===== config.mk =====
export PLATFORM = sky130hd
export DESIGN_NAME = spi_cs_gen
export DESIGN_NICKNAME = d
export VERILOG_FILES = /design/src/rtl/spi_cs_pkg.sv /design/src/rtl/cs_index_hold.sv /design/src/rtl/cs_tail_timer.sv /design/src/rtl/cs_line_drive.sv /design/src/rtl/spi_cs_gen.sv
export SDC_FILE = /design/constraint.sdc
export NUM_CORES = 1
export LEC_CHECK = 0
export ABC_AREA = 1
export BUFFER_PORTS_ARGS = -buffer_cell sky130_fd_sc_hd__buf_4
export CORE_MARGIN = 3
export CORE_UTILIZATION = 55
export CTS_CLUSTER_DIAMETER = 150
export DETAILED_ROUTE_END_ITERATION = 8
export MAX_ROUTING_LAYER = met4
export PLACE_DENSITY_LB_ADDON = 0.25
export SYNTH_ARGS = -nofsm -noshare
export SYNTH_HDL_FRONTEND = slang
export SYNTH_HIERARCHICAL = 1
export SYNTH_SLANG_ARGS = --single-unit

===== constraint.sdc =====
create_clock -name clk -period 1.9 [get_ports clk]
set_input_delay 0.38 -clock clk [delete_from_list [all_inputs] [get_ports clk]]
set_output_delay 0.38 -clock clk [all_outputs]
set_load 0.01 [all_outputs]

===== src/rtl/spi_cs_pkg.sv =====
`timescale 1ns/1ps
package spi_cs_pkg;
  typedef enum logic {
    POL_ACT_HIGH = 1'b0,
    POL_ACT_LOW  = 1'b1
  } cs_pol_e;

  function automatic logic idle_level(input logic act_low);
    return act_low;
  endfunction
endpackage


===== src/rtl/cs_index_hold.sv =====
`timescale 1ns/1ps
module cs_index_hold #(
  parameter int SEL_W = 2
) (
  input  logic             clk,
  input  logic             rst_n,
  input  logic             engaged,
  input  logic [SEL_W-1:0] idx_in,
  output logic [SEL_W-1:0] sel_q
);
  always_ff @(posedge clk) begin
    if (!rst_n)        sel_q <= '0;
    else if (!engaged) sel_q <= idx_in;
  end

  AST_SEL_FROZEN: assert property (@(posedge clk) disable iff (!rst_n)
    engaged |=> $stable(sel_q));
  AST_SEL_TRACK: assert property (@(posedge clk) disable iff (!rst_n)
    !engaged |=> sel_q == $past(idx_in));
endmodule


===== src/rtl/cs_tail_timer.sv =====
`timescale 1ns/1ps
module cs_tail_timer #(
  parameter int CNT_W = 8
) (
  input  logic             clk,
  input  logic             rst_n,
  input  logic             busy,
  input  logic [CNT_W-1:0] hold_cycles,
  output logic             engaged
);
  logic [CNT_W-1:0] tail_q;

  always_ff @(posedge clk) begin
    if (!rst_n)           tail_q <= '0;
    else if (busy)        tail_q <= hold_cycles;
    else if (tail_q != 0) tail_q <= tail_q - 1'b1;
  end

  assign engaged = busy || (tail_q != '0);

  AST_TAIL_LOAD: assert property (@(posedge clk) disable iff (!rst_n)
    busy |=> tail_q == $past(hold_cycles));
  AST_TAIL_STEP: assert property (@(posedge clk) disable iff (!rst_n)
    (!busy && tail_q != '0) |=> tail_q == $past(tail_q) - 1'b1);
endmodule


===== src/rtl/cs_line_drive.sv =====
`timescale 1ns/1ps
module cs_line_drive
  import spi_cs_pkg::*;
#(
  parameter int LINES = 4,
  parameter int SEL_W = 2
) (
  input  logic             clk,
  input  logic             rst_n,
  input  logic [SEL_W-1:0] sel,
  input  logic             manual_en,
  input  logic             manual_level,
  input  logic             active_low,
  input  logic             engaged,
  output logic [LINES-1:0] cs_q
);
  logic rest_lvl;
  assign rest_lvl = idle_level(active_low);

  for (genvar g = 0; g < LINES; g++) begin : g_line
    logic nxt;
    always_comb begin
      nxt = rest_lvl;
      if (sel == SEL_W'(g)) begin
        if (manual_en)    nxt = manual_level;
        else if (engaged) nxt = ~rest_lvl;
      end
    end
    always_ff @(posedge clk) begin
      if (!rst_n) cs_q[g] <= rest_lvl;
      else        cs_q[g] <= nxt;
    end
  end

  AST_ONE_ACTIVE: assert property (@(posedge clk) disable iff (!rst_n)
    $countones(cs_q ^ {LINES{$past(active_low)}}) <= 1);
  AST_AUTO_ASSERT: assert property (@(posedge clk) disable iff (!rst_n)
    (!manual_en && engaged) |=> cs_q[$past(sel)] == !$past(active_low));
endmodule


===== src/rtl/spi_cs_gen.sv =====
`timescale 1ns/1ps
module spi_cs_gen #(
  parameter int LINES  = 4,
  parameter int TAIL_W = 8,
  localparam int SEL_W = (LINES > 1) ? $clog2(LINES) : 1
) (
  input  logic              clk,
  input  logic              rst_n,
  input  logic [SEL_W-1:0]  cs_index,
  input  logic              manual_en,
  input  logic              manual_level,
  input  logic              active_low,
  input  logic              burst_busy,
  input  logic [TAIL_W-1:0] half_bit_cycles,
  output logic [LINES-1:0]  cs_lines
);
  logic             engaged;
  logic [SEL_W-1:0] sel_q;

  cs_tail_timer #(.CNT_W(TAIL_W)) u_tail (
    .clk(clk), .rst_n(rst_n), .busy(burst_busy),
    .hold_cycles(half_bit_cycles), .engaged(engaged)
  );

  cs_index_hold #(.SEL_W(SEL_W)) u_hold (
    .clk(clk), .rst_n(rst_n), .engaged(engaged),
    .idx_in(cs_index), .sel_q(sel_q)
  );

  cs_line_drive #(.LINES(LINES), .SEL_W(SEL_W)) u_drive (
    .clk(clk), .rst_n(rst_n), .sel(sel_q), .manual_en(manual_en),
    .manual_level(manual_level), .active_low(active_low),
    .engaged(engaged), .cs_q(cs_lines)
  );

  AST_MANUAL_RAW: assert property (@(posedge clk) disable iff (!rst_n)
    manual_en |=> cs_lines[$past(sel_q)] == $past(manual_level));
  AST_RESET_IDLE: assert property (@(posedge clk)
    !rst_n |=> cs_lines == {LINES{$past(active_low)}});
endmodule


==> results.py <==
metrics = {
    "worst_setup_path": {
        "required_ns": 2.09,
        "crit_fanout": 13,
        "endpoint_kind": "register",
        "critPathKind": "reg -> reg",
        "cp-start-kind": "register",
        "rr_worst_depth": 11,
        "r2r-start": "u_tail/tail_q[1]",
        "worstPathArrival_ns": 1.63,
        "worst-r2r-setup-slack_ns": 0.46,
        "worstReg2RegEnd": "u_drive/cs_q[3]",
    },
    "floorplan": {
        "die_area_sq_um": 2029,
        "die_width_um": 45.04,
        "fp.coreArea_sq_um": 1366,
        "num_rows": 13,
        "start_util_pct": 61.36,
        "die_h_um": 45.04,
        "ios": 20,
    },
    "worst_hold_path": {
        "hp-class": "in -> reg",
        "hold_end": "u_hold/sel_q[1]",
        "min_from": "cs_index[1]",
        "hold_depth": 3,
    },
    "sta": {
        "period_share_pct": 75.71,
        "final.setup_skew_ns": 0.004486,
        "finalHoldViolCount": 0,
        "finalWorstSetupSlack_ns": 0.4616,
        "max_slew_margin_pct": 78.84,
        "setup_viol": 0,
        "fin_setup_tns_ns": 0,
        "max_slew.worst_pin.slew_ns": 0.3163,
        "slew_viol_final": 0,
        "rsz0062_at_grt": "no",
        "fin_crit_ns": 1.438,
        "fmax_mhz": 695.2,
    },
    "power_and_ir_drop": {
        "ir_drop_v": 0.0004471,
        "power_leakage_nw": 0.5511,
        "power_mw": 0.7971,
        "power.density_nw_per_um2": 777.8,
    },
    "synth": {
        "synth_top_area_share_pct": 33.43,
        "ys_top_cells_by_count": "nand2_1, nor2_1, inv_1",
        "syn_nets": 148,
        "seq_area_frac_synth_pct": 33.43,
        "ys_ff_latch": 14,
        "async_flop_share_pct": 0,
        "ys_types": 22,
        "avgSynthCellArea_sq_um": 6.448,
        "synthesis.area_sq_um": 838.3,
        "synth_cells": 130,
        "synth_edf_count": 0,
        "yosysTopAreaCell": "dfxtp_1",
        "yosys_warnings": 6,
        "synth-main-ff-cell": "dfxtp_1",
        "synth_most_common_cell": "nand2_1",
        "synthTopCellsByArea": "dfxtp_1, nand2_1, nor2_1",
    },
    "drt": {
        "wl_per_cell_um": 11.43,
        "vias": 844,
        "drtPass1Iterations": 4,
        "wirelength_mm": 1.908,
        "ant_nets": 0,
        "drc": 0,
        "drt_iter0_drc": 49,
        "via_per_inst": 5.054,
    },
    "placement": {
        "dp_hpwl_mm": 1.439,
        "io_buffers": 19,
        "pre_cts_slack_ns": 0.3860,
        "placed_area_sq_um": 988.4,
        "place_congestion": 0.8004,
    },
    "clock_tree": {
        "clockBufferDepth": 2,
        "clkTransAtPathRegs_ns": 0.09,
        "post_cts_resized": 0,
        "cts_num_sinks": 14,
        "cts-buffers-inserted": 3,
        "cts-root-buf": "clkbuf_4",
        "cts_tree": "built",
        "h-tree-depth": 1,
        "postCtsSetupBuffers": 0,
        "cts-hold-fix-buffers": 0,
        "clock_latency_ns": 0.28,
    },
    "finish": {
        "area_growth_pct": 22.24,
        "final_nets": 171,
        "postLayoutCellArea_sq_um": 1025,
        "drive_gt1_share_pct": 25.66,
        "antennaDiodeCount": 0,
        "fillers": 109,
    },
    "global_routing": {
        "grt_usage_pct": 21.79,
        "grt_most_used_layer": "met2",
        "antenna_found_initial": 0,
        "grt_pass1_wl_mm": 3.036,
        "grt_max_degree": 14,
        "grt_pass1_vias": 705,
        "overflow": 0,
        "met1_usage_pct": 27.21,
        "grt_use_met2_pct": 31.92,
        "grt_use_met3_pct": 3.586,
    },
    "outcome": {
        "status": "completed",
    },
    "job": {
        "max-cap-violations": 0,
    },
}
how the worst max path moves through the flow:
stage                startpoint              end  slack (ns)  depth (start not counted)
2_1_floorplan  u_tail/tail_q[0]  u_drive/cs_q[0]        0.62                         11
3_3_place_gp         burst_busy  u_drive/cs_q[3]        0.44                         11
3_5_place_dp         burst_busy  u_drive/cs_q[3]        0.39                         11
4_1_cts        u_tail/tail_q[0]  u_drive/cs_q[3]        0.49                         11
5_1_grt        u_tail/tail_q[0]  u_drive/cs_q[2]        0.36                         11
6_report       u_tail/tail_q[1]  u_drive/cs_q[3]        0.46                         11
registers in the layout, indices dropped and copies added, names as in the netlist:
signal / cells
u_drive/cs_q: 4
u_hold/sel_q: 2
u_tail/tail_q: 8
power breakdown:
group / internal [mW] / switching (mW) / leakage [nW] / total (mW)
clock network: 0.117 / 0.101 / 0.0210 / 0.218
logic: 0.0938 / 0.138 / 0.413 / 0.232
registers: 0.324 / 0.0231 / 0.117 / 0.347
total: 0.535 / 0.263 / 0.551 / 0.797
critical path, cell delays in order, from the launching register on:
cell     delay, ns
dfxtp_1       0.33
inv_1         0.10
ha_1          0.15
nand2_1       0.08
nor2_4        0.16
nand2_8       0.10
inv_1         0.07
nand2_1       0.06
nand3_2       0.09
nand3_1       0.09
nand2_1       0.07
inv_1         0.04
per-stage QoR:
stage,std cells,utilization (%),hold slack (ns)
4_1_cts,167,75.00,0.3123
3_3_place_gp,163,72.34,0.4920
5_1_grt,167,75.00,0.3467
2_1_floorplan,130,-,0.4721
6_report,167,75.00,0.3201
3_5_place_dp,163,72.34,0.5149
placed cells by master (no fill, tap or decap):
cell type	synthesis	final
o21ai_0	7	7
a21oi_1	4	4
inv_2	7	7
xor2_1	1	1
clkbuf_8	0	1
o211ai_1	2	2
nand2_8	1	1
buf_4	0	19
o21ai_1	2	2
o21ai_2	1	1
dfxtp_1	14	14
ha_1	2	2
nand2_1	34	34
nor2_4	1	1
nor2_1	20	20
nand3_2	1	1
nand2_4	1	1
clkbuf_4	0	3
nand2_2	1	1
nor2_2	2	2
inv_1	17	17
or2_0	1	1
a21oi_2	1	1
nand3_1	9	9
cell type report:
class | count | area [sq um] | share of cell area (%)
Inverter | 24 | 90.09 | 8.791
Tap cell | 15 | 18.77 | 1.832
Multi-Input combinational cell | 91 | 456.7 | 44.57
Timing Repair Buffer | 19 | 142.6 | 13.92
Sequential cell | 14 | 280.3 | 27.35
Clock buffer | 4 | 36.28 | 3.541
cell families (layout without fill, tap and decap cells):
| family | after synthesis | after routing | share of synthesized area [%] |
|---|---|---|---|
| DFF | 14 | 14 | 33.43 |
| buffers and inverters | 25 | 47 | 12.09 |
| xor gates and xnor gates | 1 | 1 | 1.045 |
| AOI/OAI and AO/OA | 17 | 17 | 11.64 |
| adders and majority gates | 2 | 2 | 2.985 |
| and+or+nand+nor | 71 | 71 | 38.81 |
routing by layer:
metal,up-vias,wire length (um)
li1,443,-
met4,0,57
met5,-,0
met1,345,749
met2,48,900
met3,8,200
(Power assumes the default switching activity.)
